===== config.mk =====
export PLATFORM = sky130hd
export DESIGN_NAME = cfgstream_hdr_parser
export DESIGN_NICKNAME = d
export VERILOG_FILES = /design/src/rtl/cfgstream_pkg.sv /design/src/rtl/cfg_sync_det.sv /design/src/rtl/cfg_bit_tally.sv /design/src/rtl/cfgstream_hdr_parser.sv
export SDC_FILE = /design/constraint.sdc
export NUM_CORES = 1
export LEC_CHECK = 0
export BUFFER_PORTS_ARGS = -buffer_cell sky130_fd_sc_hd__buf_2
export CAP_MARGIN = 40
export CORE_MARGIN = 3
export CORE_UTILIZATION = 40
export DETAILED_ROUTE_END_ITERATION = 10
export PLACE_DENSITY = 0.67
export REMOVE_ABC_BUFFERS = 1
export SYNTH_ARGS = -nofsm -noshare
export SYNTH_HDL_FRONTEND = slang
export SYNTH_SLANG_ARGS = --single-unit

===== constraint.sdc =====
create_clock -name clk -period 6.48 [get_ports clk]
set_input_delay 0.324 -clock clk [delete_from_list [all_inputs] [get_ports clk]]
set_output_delay 0.324 -clock clk [all_outputs]
set_load 0.02 [all_outputs]

===== src/rtl/cfgstream_pkg.sv =====
// Shared parser types and the fixed header encodings.
// Assumes: header layout is lead ones, sync pattern, length, pad ones.
package cfgstream_pkg;
    localparam int          SYNC_W   = 4;
    localparam logic [3:0]  SYNC_PAT = 4'b0010;
    localparam int          PAD_W    = 4;

    typedef enum logic [2:0] {
        ST_HUNT,
        ST_LEN,
        ST_PAD,
        ST_FSTART,
        ST_FDATA,
        ST_DONE
    } parse_st_t;
endpackage


===== src/rtl/cfg_sync_det.sv =====
// Sync pattern detector: a shift window that flags PATTERN when the bit
// just ahead of it was a 1. Assumes the window is cleared whenever the
// caller restarts hunting, so stale bits cannot form a match.
module cfg_sync_det #(
    parameter int         PAT_W   = 4,
    parameter logic [3:0] PATTERN = 4'b0010
) (
    input  logic clk,
    input  logic rst_n,
    input  logic shift_en,
    input  logic clear,
    input  logic bit_in,
    output logic hit
);
    logic [PAT_W-1:0] win;

    // Shift accepted bits into the window; clear on restart.
    always_ff @(posedge clk) begin
        if (!rst_n || clear) win <= '0;
        else if (shift_en)   win <= {win[PAT_W-2:0], bit_in};
    end

    // Match = a 1 followed by the pattern, completed by the current bit.
    always_comb hit = shift_en && ({win, bit_in} == {1'b1, PATTERN});
endmodule


===== src/rtl/cfg_bit_tally.sv =====
// Running count of accepted stream bits, compared with a target length.
// Assumes the count starts at zero from reset and that step is held
// low once the caller has finished.
module cfg_bit_tally #(
    parameter int W = 24
) (
    input  logic         clk,
    input  logic         rst_n,
    input  logic         step,
    input  logic         arm,
    input  logic [W-1:0] target,
    output logic         hit
);
    logic [W-1:0] total;
    logic [W-1:0] nxt;

    // Count one per accepted bit.
    always_ff @(posedge clk) begin
        if (!rst_n)    total <= '0;
        else if (step) total <= nxt;
    end

    // The current bit completes the stream when the new total matches.
    always_comb begin
        nxt = total + {{(W-1){1'b0}}, 1'b1};
        hit = arm && step && (nxt == target);
    end
endmodule


===== src/rtl/cfgstream_hdr_parser.sv =====
// Configuration stream header parser. It hunts for the sync pattern,
// captures the stream length MSB first, checks the pad ones, then walks
// the data frames checking each start bit. It stops when the bit count
// reaches the length. Assumes one bit per cycle when bit_valid is high.
module cfgstream_hdr_parser
    import cfgstream_pkg::*;
#(
    parameter int LEN_W      = 24,
    parameter int FRAME_BITS = 8
) (
    input  logic             clk,
    input  logic             rst_n,
    input  logic             bit_valid,
    input  logic             bit_in,
    output logic [LEN_W-1:0] length_count,
    output logic             length_valid,
    output logic             frame_start,
    output logic             frame_valid,
    output logic             done,
    output logic             hdr_err,
    output logic             frm_err
);
    localparam int MAX_FLD = (LEN_W > FRAME_BITS) ?
                             ((LEN_W > PAD_W) ? LEN_W : PAD_W) :
                             ((FRAME_BITS > PAD_W) ? FRAME_BITS : PAD_W);
    localparam int CNT_W = $clog2(MAX_FLD + 1);
    localparam logic [CNT_W-1:0] LEN_LAST = CNT_W'(LEN_W - 1);
    localparam logic [CNT_W-1:0] PAD_LAST = CNT_W'(PAD_W - 1);
    localparam logic [CNT_W-1:0] DAT_LAST = CNT_W'(FRAME_BITS - 1);
    localparam logic [CNT_W-1:0] CNT_ONE  = CNT_W'(1);

    parse_st_t        st;
    logic [CNT_W-1:0] fld_cnt;
    logic [LEN_W-2:0] len_sh;
    logic             frm_bad;
    logic             acc;
    logic             sync_hit;
    logic             pad_fail;
    logic             tally_hit;

    // A bit is consumed only while strobed and not yet complete.
    always_comb begin
        acc      = bit_valid && (st != ST_DONE);
        pad_fail = acc && (st == ST_PAD) && !bit_in;
    end

    cfg_sync_det #(
        .PAT_W  (SYNC_W),
        .PATTERN(SYNC_PAT)
    ) u_sync (
        .clk     (clk),
        .rst_n   (rst_n),
        .shift_en(acc && (st == ST_HUNT)),
        .clear   (pad_fail),
        .bit_in  (bit_in),
        .hit     (sync_hit)
    );

    cfg_bit_tally #(
        .W(LEN_W)
    ) u_tally (
        .clk   (clk),
        .rst_n (rst_n),
        .step  (acc),
        .arm   (length_valid),
        .target(length_count),
        .hit   (tally_hit)
    );

    // Header and frame state machine with registered pulses and flags.
    always_ff @(posedge clk) begin
        if (!rst_n) begin
            st           <= ST_HUNT;
            fld_cnt      <= '0;
            len_sh       <= '0;
            length_count <= '0;
            length_valid <= 1'b0;
            frame_start  <= 1'b0;
            frame_valid  <= 1'b0;
            frm_bad      <= 1'b0;
            done         <= 1'b0;
            hdr_err      <= 1'b0;
            frm_err      <= 1'b0;
        end else begin
            frame_start <= 1'b0;
            frame_valid <= 1'b0;
            if (acc) begin
                case (st)
                    ST_HUNT: begin
                        if (sync_hit) begin
                            st      <= ST_LEN;
                            fld_cnt <= '0;
                        end
                    end
                    ST_LEN: begin
                        len_sh <= {len_sh[LEN_W-3:0], bit_in};
                        if (fld_cnt == LEN_LAST) begin
                            length_count <= {len_sh, bit_in};
                            length_valid <= 1'b1;
                            st           <= ST_PAD;
                            fld_cnt      <= '0;
                        end else begin
                            fld_cnt <= fld_cnt + CNT_ONE;
                        end
                    end
                    ST_PAD: begin
                        if (!bit_in) begin
                            hdr_err      <= 1'b1;
                            length_valid <= 1'b0;
                            st           <= ST_HUNT;
                        end else if (fld_cnt == PAD_LAST) begin
                            st <= ST_FSTART;
                        end else begin
                            fld_cnt <= fld_cnt + CNT_ONE;
                        end
                    end
                    ST_FSTART: begin
                        frm_bad     <= bit_in;
                        frame_start <= !bit_in;
                        if (bit_in) frm_err <= 1'b1;
                        st      <= ST_FDATA;
                        fld_cnt <= '0;
                    end
                    ST_FDATA: begin
                        if (fld_cnt == DAT_LAST) begin
                            frame_valid <= !frm_bad;
                            st          <= ST_FSTART;
                        end else begin
                            fld_cnt <= fld_cnt + CNT_ONE;
                        end
                    end
                    default: st <= ST_DONE;
                endcase
                if (tally_hit) begin
                    st   <= ST_DONE;
                    done <= 1'b1;
                end
            end
        end
    end
endmodule


=== Word-level counts from Yosys, hierarchy flattened ===
Cells that the tools add are included.

* Register bits: 90
* Input bits: 4
* Word-level logic and storage cells: 77

* Add/subtract/negate cells: 2
* Equality and inequality tests: 20
* Muxes and demuxes: 16
* Bitwise logic cells: 1
* Reduce and logical (&&, ||, !) cells: 25

{| class="wikitable"
|+ Operators with widths
! kind !! count
|-
| 2-to-1 mux 5 bit || 5
|-
| one-hot mux 5 bit (5 select lines) || 1
|-
| adder 24 x 1 -> 24 bit, second input constant || 1
|-
| equality test 24 bit || 1
|-
| 2-to-1 mux 3 bit || 6
|-
| one-hot mux 3 bit (5 select lines) || 1
|-
| != test 2 bit, second input constant || 6
|-
| != test 3 bit, second input constant || 4
|-
| AND reduction 3 bit || 4
|-
| equality test 5 bit, second input constant || 2
|-
| AND reduction 4 bit || 2
|-
| logical AND 1 bit || 7
|-
| equality test 3 x 2 -> 1 bit, second input constant || 2
|-
| AND reduction 2 bit || 3
|-
| AND reduction 6 bit || 1
|-
| adder 5 x 1 -> 5 bit, second input constant || 1
|-
| equality test 5 x 2 -> 1 bit, second input constant || 1
|-
| equality test 5 x 3 -> 1 bit, second input constant || 1
|-
| AND reduction 5 bit || 1
|-
| nonzero test 5 bit || 1
|-
| != test 4 x 3 -> 1 bit, second input constant || 1
|-
| equality test 3 x 1 -> 1 bit, second input constant || 1
|-
| equality test 3 bit, second input constant || 1
|-
| zero test 1 bit || 3
|-
| other kinds (6) || 7
|}

=== Longest topological paths before layout ===
* Depth after elaboration: 7
* Mapped depth: 9
* Gate-level depth less buffers: 8

=== Cells and area by module ===
Synthesis repeated with hierarchy kept, for this count alone.

* Cell total of the unflattened synthesis: 547
* Area total of the unflattened synthesis: 4788.3 µm²

{| class="wikitable"
|+ Modules (own cells, without submodules)
! module !! instances !! cells an instance !! area an instance (µm²) !! sequential area each (µm²)
|-
| cfgstream_hdr_parser || 1 || 311 || 2668.8 || 1241.2
|-
| cfg_bit_tally || 1 || 220 || 1938.1 || 480.5
|-
| cfg_sync_det || 1 || 16 || 181.4 || 80.1
|}

=== Worst setup path after synthesis ===
No wires, ideal clock.

* Kind: flip-flop to flip-flop
* Start point: register u_tally.total[0]
* End point: register st[1]
* Setup time: 115 ps
* Arrival time: 2705 ps
* Required time: 6365 ps
* Slack: 3660 ps
* Cell stages (with the launch flop): 9
* Buffers on the path: 0
* Cells stage by stage: dfxtp_1 ha_1 nand3_1 nor4_2 mux2_2 or3b_2 a31oi_1 nand4_1 and2_1

* Word-level cells in the longest chain between the ends: 5

{| class="wikitable"
|+ RTL lines
! what !! line !! text
|-
| start: declaration || cfg_bit_tally.sv:14 || <nowiki>logic [W-1:0] total;</nowiki>
|-
| start signal: assignment || cfg_bit_tally.sv:20 || <nowiki>else if (step) total <= nxt;</nowiki>
|-
| adder 24 x 1 -> 24 bit (*) || cfg_bit_tally.sv:25 || <nowiki>nxt = total + {{(W-1){1'b0}}, 1'b1};</nowiki>
|-
| equality test 24 bit (*) || cfg_bit_tally.sv:26 || <nowiki>hit = arm && step && (nxt == target);</nowiki>
|-
| logical AND 1 bit (*) || cfg_bit_tally.sv:26 ||
|-
| != test 4 x 3 -> 1 bit (no line) / != test 3 bit (equally long branches) || - ||
|-
| AND reduction 5 bit (no line) || - ||
|-
| end signal: assignment || cfgstream_hdr_parser.sv:73 || <nowiki>st <= ST_HUNT;</nowiki>
|-
| end signal: assignment || cfgstream_hdr_parser.sv:91 || <nowiki>st <= ST_LEN;</nowiki>
|-
| end signal: assignment || cfgstream_hdr_parser.sv:100 || <nowiki>st <= ST_PAD;</nowiki>
|-
| end: declaration || cfgstream_hdr_parser.sv:32 || <nowiki>parse_st_t st;</nowiki>
|}

Every way passes the cells marked *; elsewhere a longest branch is shown, timed or not.
A chain may end at the register's enable or synchronous reset.

=== Worst setup path in the final report ===
* Start point: register u_tally.total[0]
* End point: register st[0]

Same word-level chain as after synthesis.

==> flow_summary.ini <==
[run_status]
status = complete, no violations

[grt]
antenna_found_initial = 0
grt_pass1_vias = 3713
grt_start_max_net_pins = 86
track_usage_pct = 17.28
grt_overflow = 0
grt_pass1_wl_um = 18280

[synthesis]
synth_seq_cells = 90
syn_area_um2 = 4677
synth_edf_count = 0
seq_area_frac_synth_pct = 38.52
synth_top_flop_cell = dfxtp_1
ys_async_sr_fraction_pct = 0
ys_types = 60
synthCells = 574
synth.avg_cell_area_um2 = 8.148
yosys_warnings = 0

[clock_network]
cts-root-buf = clkbuf_16
cts_hold_buf = 0
tritoncts = done
cts.repair.resized = 0
cts.sinks = 90
insertion_delay_ns = 0.35
htreeDepth = 3
cts.clk_slew.worst_paths_ns = 0.07
cts_buffer_depth = 2
cts_buffers = 9
postCtsSetupBuffers = 0

[timing]
slew_headroom_pct = 43.34
finalSetupViolCount = 0
fin_worst_skew_ns = 0.01168
rsz0062_at_grt = no
min_period_over_period_pct = 49.49
drv_slew = 0
hold_violations = 0
final.setup.tns_ns = 0
worst_pin_slew_ns = 0.8478
fmax_mhz = 311.8
period_minus_slack_ns = 3.207

[finish]
final_common_cell = nand2_1
drive_gt1_share_pct = 11.21
synthToLayoutAreaGrowth_pct = 11.69
mostFrequentLayoutCells = nand2_1 (119), dfxtp_1 (90), a21boi_0 (49), buf_2 (33), xnor2_1 (32)
final_nets = 590
final_core_util_pct = 46.95
n_antenna_cell = 0

[worst_setup_path]
worst-setup-path-type = flop to flop
cp.depth = 8
path_buf_inv = 0
crit_end = st[0]
cp.required_ns = 6.77
cp-start-kind = flop
slowest_stage = nor4_2
cp-startpoint = u_tally.total[0]
timing.rr.start = u_tally.total[0]
crit_family = simple AND/OR/NAND/NOR gates
rr_worst_depth = 8
r2r_end = st[0]
rrSetupSlack_ns = 3.27
end_kind = flop
cp.arrival_ns = 3.49
cp_cell_sequence = ha_1 -> nand3_1 -> nor4_2 -> mux2_2 -> or3b_2 -> a31oi_1 -> nand4_1 -> nand2_1
cp_slowest_stage_delay_ns = 0.59
crit_path_max_fanout = 9

[floorplanning]
rows = 38
start_util_pct = 42.04
die_area_um2 = 13030
io_pins = 34
fp.dieH_um = 114.1
die_width_um = 114.1
core-area_um2 = 11130

[detailed_routing]
drt-total-wl_um = 10810
antenna_left = 0
drc = 0
dr.pass1.iters = 7
avgRoutedWirePerCell_um = 14.83
vias_per_cell = 5.350
drt_iter0_drc = 246
vias = 3900

[hold_path]
hold_class = primary input to flop

[power]
p_per_area_nw_per_um2 = 213.8
switching_share_pct = 20.60
vdd_drop_max_v = 0.00009651
p_int_w = 0.0008870
clkPwrFrac_pct = 47.5
seq_power_share_pct = 49.9
power.share.combinational_pct = 2.6
cellLeakagePower_nw = 1.924
total_power_w = 0.001117
power.switching_w = 0.0002301

[placement]
place.gp.congestion = 0.8705
dpl.hpwl_um = 7557
port_buffers = 33

[run]
cap_violations = 0
registers in the layout (all words and copies together), names as in the netlist:
| signal | count |
|---|---|
| frm_err | 1 |
| frm_bad | 1 |
| frame_start | 1 |
| done | 1 |
| st | 3 |
| length_count | 24 |
| hdr_err | 1 |
| frame_valid | 1 |
| u_tally.total | 24 |
| u_sync.win | 4 |
| fld_cnt | 5 |
| len_sh | 23 |
| length_valid | 1 |
worst register-to-register path: cells and delay by family, from the launching register on:
family          cells  cell delay, ns
compound gates      1            0.25
fa+ha+maj           1            0.33
simple gates        5            1.76
flops               1            0.43
mux                 1            0.39
per-stage QoR:
step,setup WS [ns],hold WS [ns],std cells,instance area [µm²]
global placement,3.426,0.4435,711,4876
CTS,3.317,0.2930,729,5224
finish,3.273,0.3017,729,5224
detailed placement,3.349,0.4557,713,4918
floorplan,3.657,0.3998,535,4513
global route,3.028,0.3128,729,5224
cell type report:
class,instances,area (µm²)
clock buffer,12,256.5
inverter,12,45.04
multi-input combinational,433,2666
sequential,90,1802
fill,1093,5902
timing repair buffer,38,230.2
clock inverter,4,48.80
tap,140,175.2
kinds of logic (layout without fill, tap and decap cells):
| family | Yosys count | count (layout) | share of synthesized area [%] |
|---|---|---|---|
| flip-flops | 90 | 90 | 38.52 |
| adder cells (fa/ha/maj) | 2 | 2 | 0.5350 |
| multiplexers | 7 | 7 | 1.525 |
| XOR/XNOR | 53 | 53 | 9.925 |
| AO/OA/AOI/OAI | 101 | 101 | 15.54 |
| AND/OR/NAND/NOR | 270 | 270 | 29.48 |
| buffers and inverters | 51 | 66 | 4.467 |
cell usage after synthesis (all sizes together), types with 3 or more instances:
library cell,number,area [µm²]
o21ai,12,60.05
and3,6,37.54
clkbuf,30,112.6
and4,3,26.28
or4,4,30.03
o22ai,4,25.02
o21a,4,30.03
dfxtp,90,1802
mux2i,6,60.06
nand4,18,118.9
nor3,8,40.04
xor2,21,183.9
nand2,119,446.7
nor4,11,102.6
and2,21,131.4
nor2b,8,50.05
xnor2,32,280.3
inv,12,45.04
buf,9,51.29
a21boi,50,375.4
nand3,18,90.09
or3,6,37.54
nor2,30,112.6
and4b,3,30.03
a31oi,6,37.54
nand2b,3,18.77
a21oi,7,35.03
layer usage:
metal	vias up	GRT usage, %	part of all wire [%]
li1	2002	-	-
met1	1830	23.83	49
met2	57	27.36	46
met3	11	3.224	3.9
met4	0	5.622	1.1
met5	-	0	0
power groups by stage:
stage / combinational [W] / clock (W) / sequential, W
2_1_floorplan: 0.0000163 / 0 / 0.000570
3_3_place_gp: 0.0000286 / 0 / 0.000570
3_5_place_dp: 0.0000287 / 0 / 0.000570
4_1_cts: 0.0000288 / 0.000545 / 0.000558
5_1_grt: 0.0000316 / 0.000566 / 0.000558
6_report: 0.0000286 / 0.000531 / 0.000558
how the worst min path moves through the flow:
stage	startpoint	cells after the start	slack, ns	end
2_1_floorplan	bit_in	1	0.40	frame_start
3_3_place_gp	frm_err	1	0.44	frm_err
3_5_place_dp	frm_err	1	0.46	frm_err
4_1_cts	bit_in	2	0.29	frame_start
5_1_grt	bit_in	2	0.31	frame_start
6_report	bit_in	2	0.30	frame_start
(Power assumes the default switching activity.)
